File: src/rtl/fifo_flags_pkg.sv
package fifo_flags_pkg;
  // Strobes from control to datapath, valid for one cycle
  typedef struct packed {
    logic write;   // store wrData at the write pointer, advance it
    logic fetch;   // load the output register from the read pointer, advance it
  } fifoStrobe_t;
endpackage

File: src/rtl/fifo_datapath.sv
module fifo_datapath
  import fifo_flags_pkg::*;
#(
  parameter int DATA_W = 8,
  parameter int DEPTH  = 16
) (
  input  logic              clk,
  input  logic              rst,
  input  fifoStrobe_t       strobe,
  input  logic [DATA_W-1:0] wrData,
  output logic [DATA_W-1:0] rdData
);
  localparam int AW = (DEPTH > 1) ? $clog2(DEPTH) : 1;
  localparam logic [AW-1:0] LAST = AW'(DEPTH - 1);

  logic [DATA_W-1:0] mem [DEPTH];
  logic [AW-1:0]     wrPtr, rdPtr;
  logic [DATA_W-1:0] doutR;

  function automatic logic [AW-1:0] bump(input logic [AW-1:0] p);
    return (p == LAST) ? '0 : p + AW'(1);
  endfunction

  // storage array, no reset
  always_ff @(posedge clk) begin
    if (strobe.write) mem[wrPtr] <= wrData;
  end

  always_ff @(posedge clk) begin
    if (rst) begin
      wrPtr <= '0;
      rdPtr <= '0;
      doutR <= '0;
    end else begin
      if (strobe.write) wrPtr <= bump(wrPtr);
      if (strobe.fetch) begin
        doutR <= mem[rdPtr];
        rdPtr <= bump(rdPtr);
      end
    end
  end

  assign rdData = doutR;

  // write pointer moves only on an accepted write
  p_wrptr_hold_r5: assert property (@(posedge clk) disable iff (rst)
    !strobe.write |=> $stable(wrPtr));
  // read pointer and output move only on a fetch
  p_rdptr_hold_r6: assert property (@(posedge clk) disable iff (rst)
    !strobe.fetch |=> ($stable(rdPtr) && $stable(doutR)));
endmodule

File: src/rtl/fifo_ctrl.sv
module fifo_ctrl
  import fifo_flags_pkg::*;
#(
  parameter int DEPTH      = 16,
  parameter int AFULL_OFS  = 2,
  parameter int AEMPTY_OFS = 2,
  parameter bit FWFT_MODE  = 1'b0
) (
  input  logic        clk,
  input  logic        rst,
  input  logic        wrReq,
  input  logic        rdReq,
  output fifoStrobe_t strobe,
  output logic        empty,
  output logic        almostEmpty,
  output logic        full,
  output logic        almostFull,
  output logic        wrErr,
  output logic        rdErr
);
  localparam int CW     = $clog2(DEPTH + 1);
  localparam int AF_LVL = DEPTH - AFULL_OFS;

  logic [CW-1:0] occ, occNext;
  logic          wrAcc, rdAcc, fetch, emptyVis;

  assign wrAcc = wrReq && !full;
  assign rdAcc = rdReq && !emptyVis;

  always_comb begin
    occNext = occ;
    if (wrAcc && !rdAcc)      occNext = occ + CW'(1);
    else if (rdAcc && !wrAcc) occNext = occ - CW'(1);
  end

  generate
    if (FWFT_MODE) begin : g_fwft
      // output register counts as one occupied entry
      logic          outValid;
      logic [CW-1:0] ramCount;
      assign ramCount = occ - CW'(outValid);
      assign fetch    = (ramCount != '0) && (!outValid || rdAcc);
      always_ff @(posedge clk) begin
        if (rst)        outValid <= 1'b0;
        else if (fetch) outValid <= 1'b1;
        else if (rdAcc) outValid <= 1'b0;
      end
      assign emptyVis = !outValid;

      // a presented word stays until it is consumed
      p_fwft_hold_r3: assert property (@(posedge clk) disable iff (rst)
        (outValid && !rdReq) |=> outValid);
    end else begin : g_std
      logic emptyR;
      always_ff @(posedge clk) begin
        if (rst) emptyR <= 1'b1;
        else     emptyR <= (occNext == '0);
      end
      assign fetch    = rdAcc;
      assign emptyVis = emptyR;
    end
  endgenerate

  always_ff @(posedge clk) begin
    if (rst) begin
      occ         <= '0;
      full        <= 1'b0;
      almostFull  <= 1'b0;
      almostEmpty <= 1'b1;
      wrErr       <= 1'b0;
      rdErr       <= 1'b0;
    end else begin
      occ         <= occNext;
      full        <= (occNext == CW'(DEPTH));
      almostFull  <= (occNext >= CW'(AF_LVL));
      almostEmpty <= (occNext <= CW'(AEMPTY_OFS));
      wrErr       <= wrReq && full;
      rdErr       <= rdReq && emptyVis;
    end
  end

  assign empty        = emptyVis;
  assign strobe.write = wrAcc;
  assign strobe.fetch = fetch;

  // occupancy never exceeds the array size
  p_no_overflow_r5: assert property (@(posedge clk) disable iff (rst)
    occ <= CW'(DEPTH));
  // a write into a full FIFO alone changes nothing
  p_full_wr_ignored_r5: assert property (@(posedge clk) disable iff (rst)
    (full && wrReq && !rdReq) |=> $stable(occ));
  // a read from an empty FIFO alone changes nothing
  p_empty_rd_ignored_r6: assert property (@(posedge clk) disable iff (rst)
    (emptyVis && rdReq && !wrReq) |=> $stable(occ));
  // full follows the last free entry with no delay
  p_full_now_r4: assert property (@(posedge clk) disable iff (rst)
    (occ == CW'(DEPTH - 1) && wrReq && !rdReq) |=> full);
  // refused write is reported
  p_wr_err_r7: assert property (@(posedge clk) disable iff (rst)
    (full && wrReq) |=> wrErr);
  // refused read is reported
  p_rd_err_r8: assert property (@(posedge clk) disable iff (rst)
    (emptyVis && rdReq) |=> rdErr);
  // balanced traffic keeps the occupancy
  p_balance_r10: assert property (@(posedge clk) disable iff (rst)
    (!emptyVis && !full && wrReq && rdReq) |=> $stable(occ));
endmodule

File: src/rtl/sync_fifo_flags.sv
module sync_fifo_flags
  import fifo_flags_pkg::*;
#(
  parameter int DATA_W     = 8,
  parameter int DEPTH      = 16,
  parameter int AFULL_OFS  = 2,
  parameter int AEMPTY_OFS = 2,
  parameter bit FWFT_MODE  = 1'b0
) (
  input  logic              clk,
  input  logic              rst,
  input  logic              wrReq,
  input  logic [DATA_W-1:0] wrData,
  input  logic              rdReq,
  output logic [DATA_W-1:0] rdData,
  output logic              empty,
  output logic              almostEmpty,
  output logic              full,
  output logic              almostFull,
  output logic              wrErr,
  output logic              rdErr
);
  fifoStrobe_t strobe;

  fifo_ctrl #(
    .DEPTH(DEPTH), .AFULL_OFS(AFULL_OFS),
    .AEMPTY_OFS(AEMPTY_OFS), .FWFT_MODE(FWFT_MODE)
  ) ctrl_i (
    .clk(clk), .rst(rst), .wrReq(wrReq), .rdReq(rdReq), .strobe(strobe),
    .empty(empty), .almostEmpty(almostEmpty), .full(full),
    .almostFull(almostFull), .wrErr(wrErr), .rdErr(rdErr)
  );

  fifo_datapath #(.DATA_W(DATA_W), .DEPTH(DEPTH)) dp_i (
    .clk(clk), .rst(rst), .strobe(strobe), .wrData(wrData), .rdData(rdData)
  );

  // full and empty are never reported together
  p_flags_excl_r9: assert property (@(posedge clk) disable iff (rst)
    !(full && empty));
endmodule

File: config.mk
export PLATFORM = sky130hd
export DESIGN_NAME = sync_fifo_flags
export DESIGN_NICKNAME = d
export VERILOG_FILES = /design/src/rtl/fifo_flags_pkg.sv /design/src/rtl/fifo_datapath.sv /design/src/rtl/fifo_ctrl.sv /design/src/rtl/sync_fifo_flags.sv
export SDC_FILE = /design/constraint.sdc
export NUM_CORES = 1
export LEC_CHECK = 0
export BUFFER_PORTS_ARGS = -buffer_cell sky130_fd_sc_hd__buf_4
export CAP_MARGIN = 20
export CORE_ASPECT_RATIO = 1.2
export CORE_MARGIN = 10
export CORE_UTILIZATION = 55
export DETAILED_ROUTE_END_ITERATION = 7
export GPL_TIMING_DRIVEN = 0
export PLACE_DENSITY = 0.87
export SETUP_SLACK_MARGIN = 0.05
export SYNTH_ARGS = -nofsm -noshare
export SYNTH_HDL_FRONTEND = slang
export SYNTH_SLANG_ARGS = --single-unit
File: constraint.sdc
create_clock -name clk -period 1.7 [get_ports clk]
set_input_delay 0.34 -clock clk [delete_from_list [all_inputs] [get_ports clk]]
set_output_delay 0.34 -clock clk [all_outputs]
set_load 0.1 [all_outputs]
==> qor.yml, run 1 <==
critical_path:
  startpoint_type: "flop"
  path_class: "reg -> reg"
  cp_max_fo: 7
  reg2reg_to: "dp_i.rdData[2]"
  rr_startpoint: "dp_i.rdPtr[0]"
  required_ps: 1990
  worst_setup_path_end_kind: "flop"
  rrSetupSlack_ps: -290
  worstPathArrival_ps: 2280
  reg2reg_depth: 7
place:
  placedCellCount: 516
  portBuffers: 24
  gp_congestion: 0.856
  dp_hpwl_mm: 8.23
floorplan:
  die_x_um: 117
  start_util_pct: 56.0
  rows: 42
  core_mm2: 0.0110
  dieArea_mm2: 0.0158
  die_h_um: 136
  io_pins: 26
logic_synthesis:
  synth-edff-count: 128
  ys_top_cells_by_area: "edfxtp_1 62%, dfxtp_1 8.8%, mux4_1 6.8%, mux4_2 5.9%, nor2_1 2.1%"
  synthFlopType: "edfxtp_1"
  syn_avg_cell_area_um2: 17.2
  synth_cell_types: 38
  syn_nets: 377
  synthArstFlopShare_pct: 0
  synthCells: 358
  syn_area_mm2: 0.00616
  ys_seq_elements: 155
  synth_top_area_share_pct: 62.4
  synth_warnings: 0
  synth_top_cell_by_area: "edfxtp_1"
  synth.yosys.seq_area_share_pct: 71.2
timing:
  finalHoldViolations: 0
  final-setup-viol-count: 16
  worst_slack_ps: -290
  timing.hold.ws_ps: 165
  fin_crit_ps: 1990
  worst_pin_slew_ps: 856
  timing.fmax_ghz: 0.503
  skew_ps: 10.5
  slew_violations: 0
  fin_crit_sh_pct: 117
  maxSlewHeadroom_pct: 42.7
  rsz0062_at_grt: "true"
clocking:
  clockBufferDepth: 2
  root_buffer: "clkbuf_16"
  htreeDepth: 4
  insertion_delay_ps: 440
  cts-buffers-inserted: 17
  cts_tree: "done"
  ctsHoldBuffers: 0
  clk_pin_slew_worst_paths_ps: 70
  cts.sinks: 155
power_and_ir_drop:
  p_clk_share_pct: 38.3
  ir_drop_v: 0.000751
  power_density_mw_per_mm2: 1330
  p_int_w: 0.00728
  power.share.sequential_pct: 42.8
  finalPower_w: 0.0102
  switching_share_pct: 28.6
  combPwrFrac_pct: 18.9
  switchingPower_w: 0.00292
  p_leak_nw: 2.52
global_routing:
  overflow: 0
  grt_pass1_wl_mm: 23.6
  antenna_found_initial: 0
  grt_pass1_vias: 3796
  grt_use_total_pct: 20.8
  grt_max_degree: 17
layout:
  final_cell_mix: "128 x edfxtp_1, 38 x buf_4, 32 x mux4_2"
  syn_to_final_growth_pct: 25.0
  antenna-diode-count: 0
  finalNetCount: 437
  layout_commonest_cell: "edfxtp_1"
  drive_gt1_share_pct: 42.2
  fillerInstances: 593
  finalNonFillerCells: 563
min_path:
  min_from: "rdReq"
  hold_path_end: "ctrl_i.rdErr"
  hold-path-cell-count: 3
  hp-class: "in -> reg"
run_status:
  violations: "negative setup slack"
  status: "finished, violations left"
flow_run:
  cap_violations: 0
route:
  routed_wl_mm: 17.3
  drt-initial-drc-count: 563
  routed_via_density: 6.89
  drcViolationCount: 0
  ant_nets: 0
  wl_per_cell_um: 30.7
  via_count: 3877
  dr.pass1.iters: 5
## sequential cells by signal (all words and copies together) (netlist names)
register / flops
dp_i.mem: 128
dp_i.rdData: 8
ctrl_i.empty: 1
dp_i.rdPtr: 4
ctrl_i.rdErr: 1
ctrl_i.almostFull: 1
dp_i.wrPtr: 4
ctrl_i.full: 1
ctrl_i.almostEmpty: 1
ctrl_i.wrErr: 1
ctrl_i.occ: 5
## layout make-up
| class | instances | area, um2 | area share, % |
|---|---|---|---|
| sequential | 155 | 4400 | 57.2 |
| multi-input combinational | 177 | 1910 | 24.9 |
| timing repair buffer | 44 | 430 | 5.59 |
| clock buffer | 18 | 429 | 5.58 |
| clock inverter | 14 | 171 | 2.23 |
| tap | 132 | 165 | 2.15 |
| buffer | 16 | 155 | 2.02 |
| inverter | 7 | 26.3 | 0.342 |
## timing repair
| item | in CTS | in global routing |
|---|---|---|
| endpoints found under the setup margin | 143 | 94 |
| hold endpoints to repair | 0 | 0 |
| pin swaps | 10 | 13 |
| cloned | 1 | 1 |
| setup buffers | 11 | 5 |
| gates resized for setup | 62 | 45 |
## cells in the mapped netlist (all sizes together), types with 2 or more instances
cell    count
buf        11
nand2b      4
clkbuf      8
nand3       3
xnor2       2
or3         2
o21ai       3
edfxtp    128
a41o        2
nor3        7
dfxtp      27
mux4       32
a21oi      25
ha          7
xor2        3
a211oi      2
nand2      17
a22oi      17
nor2       35
nor2b       4
inv         7
## power by group through the flow
stage | sequential [W] | combinational (W) | clock [W]
floorplan | 0.00477 | 0.000721 | 0
global placement | 0.00439 | 0.00140 | 0
detailed placement | 0.00440 | 0.00145 | 0
CTS | 0.00433 | 0.00163 | 0.00380
global route | 0.00437 | 0.00199 | 0.00402
finish | 0.00437 | 0.00192 | 0.00391
## routing by layer
metal  part of all wire, %  global-route usage (%)  up-vias
met3                   9.3                    4.89       76
li1                      -                       -     1536
met5                     0                       0        -
met2                    53                    34.8      353
met1                    33                    23.7     1912
met4                   5.3                    12.6        0
## through the flow
| stage | TNS [ps] | setup slack, ps | utilization [%] | area (um2) |
|---|---|---|---|---|
| global placement | -27150 | -564 | 59.0 | 6480 |
| global route | -2030 | -306 | 70.1 | 7690 |
| finish | -1760 | -290 | 70.1 | 7690 |
| CTS | -1230 | -178 | 68.3 | 7500 |
| floorplan | -1530 | -94.4 | - | 6140 |
| detailed placement | -29790 | -343 | 59.2 | 6500 |
## logic make-up (layout without fill, tap and decap cells)
family	Yosys count	in the layout	synth area share, %
compound gates	56	56	5.98
simple gates	76	76	5.61
mux	33	33	12.8
xor+xnor	5	5	0.712
flops	155	155	71.2
buf+inv	26	99	2.22
fa+ha+maj	7	7	1.42
## worst max-delay path, cell delays in order (launching register included)
cell and delay (ps):
dfxtp_4 370, buf_12 150, clkbuf_16 170, mux4_2 540, a22oi_2 220, a21oi_1 110, a21oi_1 200, nor2_1 80
## worst max path at each step
stage | startpoint | endpoint | cells past startpoint
floorplan | ctrl_i.full | dp_i.mem[1][0] | 4
global placement | wrReq | dp_i.mem[1][5] | 5
detailed placement | wrReq | dp_i.mem[1][7] | 6
CTS | dp_i.rdPtr[0] | dp_i.rdData[7] | 7
global route | dp_i.rdPtr[0] | dp_i.rdData[2] | 7
finish | dp_i.rdPtr[0] | dp_i.rdData[2] | 7
(Power assumes the default switching activity.)
==> run 2, diff against run 1 <==
--- a/config.mk
+++ b/config.mk
@@ -16,4 +16,6 @@
 export SETUP_SLACK_MARGIN = 0.05
 export SYNTH_ARGS = -nofsm -noshare
 export SYNTH_HDL_FRONTEND = slang
+export SYNTH_HIERARCHICAL = 1
 export SYNTH_SLANG_ARGS = --single-unit
+export TNS_END_PERCENT = 100
==> run 2 against run 1 <==
Net effect:
- the flow now finishes without violations
- sequential power is essentially flat
- non-clock buffer count down 7
- critical path depth stayed put
- fmax is 22% higher
- largest power group unchanged
- highest routed layer unchanged
==> qor.yml, run 2 <==
run_status:
  status: "finished clean"
logic_synthesis:
  syn_area_mm2: 0.00637
  synth.area.mux_share_pct: 10.4
  syn_avg_cell_area_um2: 14.8
  yosysMostFrequentCell: "edfxtp_1"
  synthXorXnorAreaFrac_pct: 1.06
  ys_seq_elements: 155
  synth_cell_types: 49
  syn_nets: 448
  ys_top_cells_by_area: "edfxtp_1 60%, mux2i_1 10%, dfxtp_1 8.5%, a22oi_1 2.8%, nand3_1 2.2%"
  synthAdderAreaFrac_pct: 1.55
  synth_compound_area_share_pct: 6.17
  synth_top_cell_by_area: "edfxtp_1"
  synth_simple_gate_area_share_pct: 9.04
  synth_top_area_share_pct: 60.4
  synthArstFlopShare_pct: 0
  synth_top_family_by_area: "multiplexers"
  synthFlopType: "edfxtp_1"
  synth-edff-count: 128
  synthCells: 429
  synth_warnings: 6
  synth_common_cells: "128 x edfxtp_1, 66 x mux2i_1, 28 x nand3_1, 27 x dfxtp_1, 25 x nand2_1"
  synth.yosys.seq_area_share_pct: 68.9
min_path:
  hold_path_end: "ctrl_i/occ[1]"
  hold-path-cell-count: 2
  hp-class: "in -> reg"
  min_from: "rst"
global_routing:
  overflow: 0
  grt_use_total_pct: 16.6
  grt_pass1_wl_mm: 20.4
  antenna_found_initial: 0
  grt_max_degree: 17
  grt_pass1_vias: 3741
layout:
  finalNetCount: 498
  largest_reg_flops: 128
  syn_to_final_growth_pct: 18.7
  layout_commonest_cell: "edfxtp_1"
  regMostFlops: "dp_i/mem"
  drive_gt1_share_pct: 26.0
  antenna-diode-count: 0
  fillerInstances: 747
  final_cell_mix: "128 x edfxtp_1, 66 x mux2i_1, 40 x buf_4"
floorplan:
  die_h_um: 138
  die_x_um: 118
  io_pins: 26
  rows: 43
  dieArea_mm2: 0.0163
  core_mm2: 0.0115
  start_util_pct: 55.6
critical_path:
  reg2reg_depth: 7
  cp_max_fo: 6
  path_class: "reg -> reg"
  rr_startpoint: "ctrl_i/occ[0]"
  reg2reg_to: "ctrl_i/almostEmpty"
  required_ps: 2010
  startpoint_type: "flop"
  rrSetupSlack_ps: 60
  worstPathArrival_ps: 1950
  worst_setup_path_end_kind: "flop"
route:
  ant_nets: 0
  routed_wl_mm: 13.3
  routed_via_density: 5.77
  wl_per_cell_um: 20.5
  drcViolationCount: 0
  dr.pass1.iters: 4
  drt-initial-drc-count: 316
  via_count: 3744
power_and_ir_drop:
  p_leak_nw: 2.62
  power_density_mw_per_mm2: 1320
  ir_drop_v: 0.000839
clocking:
  clockBufferDepth: 2
  cts_tree: "done"
  root_buffer: "clkbuf_16"
  insertion_delay_ps: 410
  cts.sinks: 155
  cts-buffers-inserted: 17
  htreeDepth: 4
  clk_pin_slew_worst_paths_ps: 60
timing:
  maxSlewHeadroom_pct: 59.4
  worst_pin_slew_ps: 609
  timing.fmax_ghz: 0.611
  finalSetupTns_ps: 0
  timing.hold.ws_ps: 156
  finalHoldViolations: 0
  skew_ps: 8.78
  rsz0062_at_grt: "true"
  slew_violations: 0
  fin_crit_ps: 1640
  final-setup-viol-count: 0
  fin_crit_sh_pct: 96.2
place:
  gp_congestion: 0.888
  dp_hpwl_mm: 8.49
  portBuffers: 25
flow_run:
  cap_violations: 0
-- run 2: worst max path at each step --
| stage | start | slack (ps) | to |
|---|---|---|---|
| 3_5_place_dp | rdReq | -280 | dp_i/rdData[2] |
| 6_report | ctrl_i/occ[0] | 60 | ctrl_i/almostEmpty |
| 4_1_cts | ctrl_i/occ[0] | 30 | ctrl_i/full |
| 3_3_place_gp | rdReq | -190 | dp_i/rdData[2] |
| 2_1_floorplan | ctrl_i/full | -10 | dp_i/mem[13][0] |
| 5_1_grt | ctrl_i/occ[0] | 6 | ctrl_i/full |
-- run 2: layout make-up --
type	instances	area, um2	area share, %
tap	157	196	2.60
multi-input combinational	245	1950	25.8
buffer	20	154	2.04
timing repair buffer	33	248	3.28
clock buffer	21	472	6.24
sequential	155	4400	58.2
inverter	7	33.8	0.447
clock inverter	11	108	1.42
-- run 2: where the power goes --
group / internal, W / switching [W] / leakage [nW] / total [W]
clock network: 0.00216 / 0.00144 / 0.284 / 0.00359
registers: 0.00427 / 0.000125 / 1.38 / 0.00440
logic: 0.000768 / 0.00125 / 0.955 / 0.00202
-- run 2: cell families after synthesis --
| group | count (synthesis) |
|---|---|
| multiplexers | 66 |
| AO/OA/AOI/OAI | 55 |
| buffers and inverters | 29 |
| XOR/XNOR | 6 |
| flip-flops | 155 |
| AND/OR/NAND/NOR | 110 |
| adder cells (fa/ha/maj) | 8 |
-- run 2: critical path, stage by stage (launching register included) --
cell	delay [ps]
dfxtp_4	400
ha_4	140
nand3b_1	100
nor2_1	150
a32oi_2	140
xor2_2	200
buf_4	170
a41o_1	230
-- run 2: routing by layer --
metal,routed length [um],vias up,part of all wire (%),GRT usage (%)
met5,0,-,0,0
met2,7160,141,54,30.1
met3,787,19,5.9,4.52
met1,5120,1861,38,18.2
li1,-,1723,-,-
met4,261,0,2.0,6.46
-- run 2: repair_timing --
action / 4_1_cts / 5_1_grt
endpoints found under the hold margin: 0 / 0
hold buffers: 0 / 0
endpoints found under the setup margin: 133 / 77
setup buffers: 4 / 5
pin swaps: 1 / 9
resized for setup: 9 / 23
-- run 2: stage by stage --
step / setup slack (ps) / area, um2 / power [W] / utilization (%) / instances
after floorplan: -14.8 / 6430 / 0.00576 / - / 429
after global placement: -194 / 6820 / 0.00610 / 59.5 / 611
after detailed placement: -283 / 6820 / 0.00616 / 59.5 / 611
after CTS: 34.5 / 7450 / 0.00977 / 65.0 / 646
after global routing: 6.04 / 7560 / 0.0104 / 66.0 / 649
final: 64.4 / 7560 / 0.0100 / 66.0 / 649
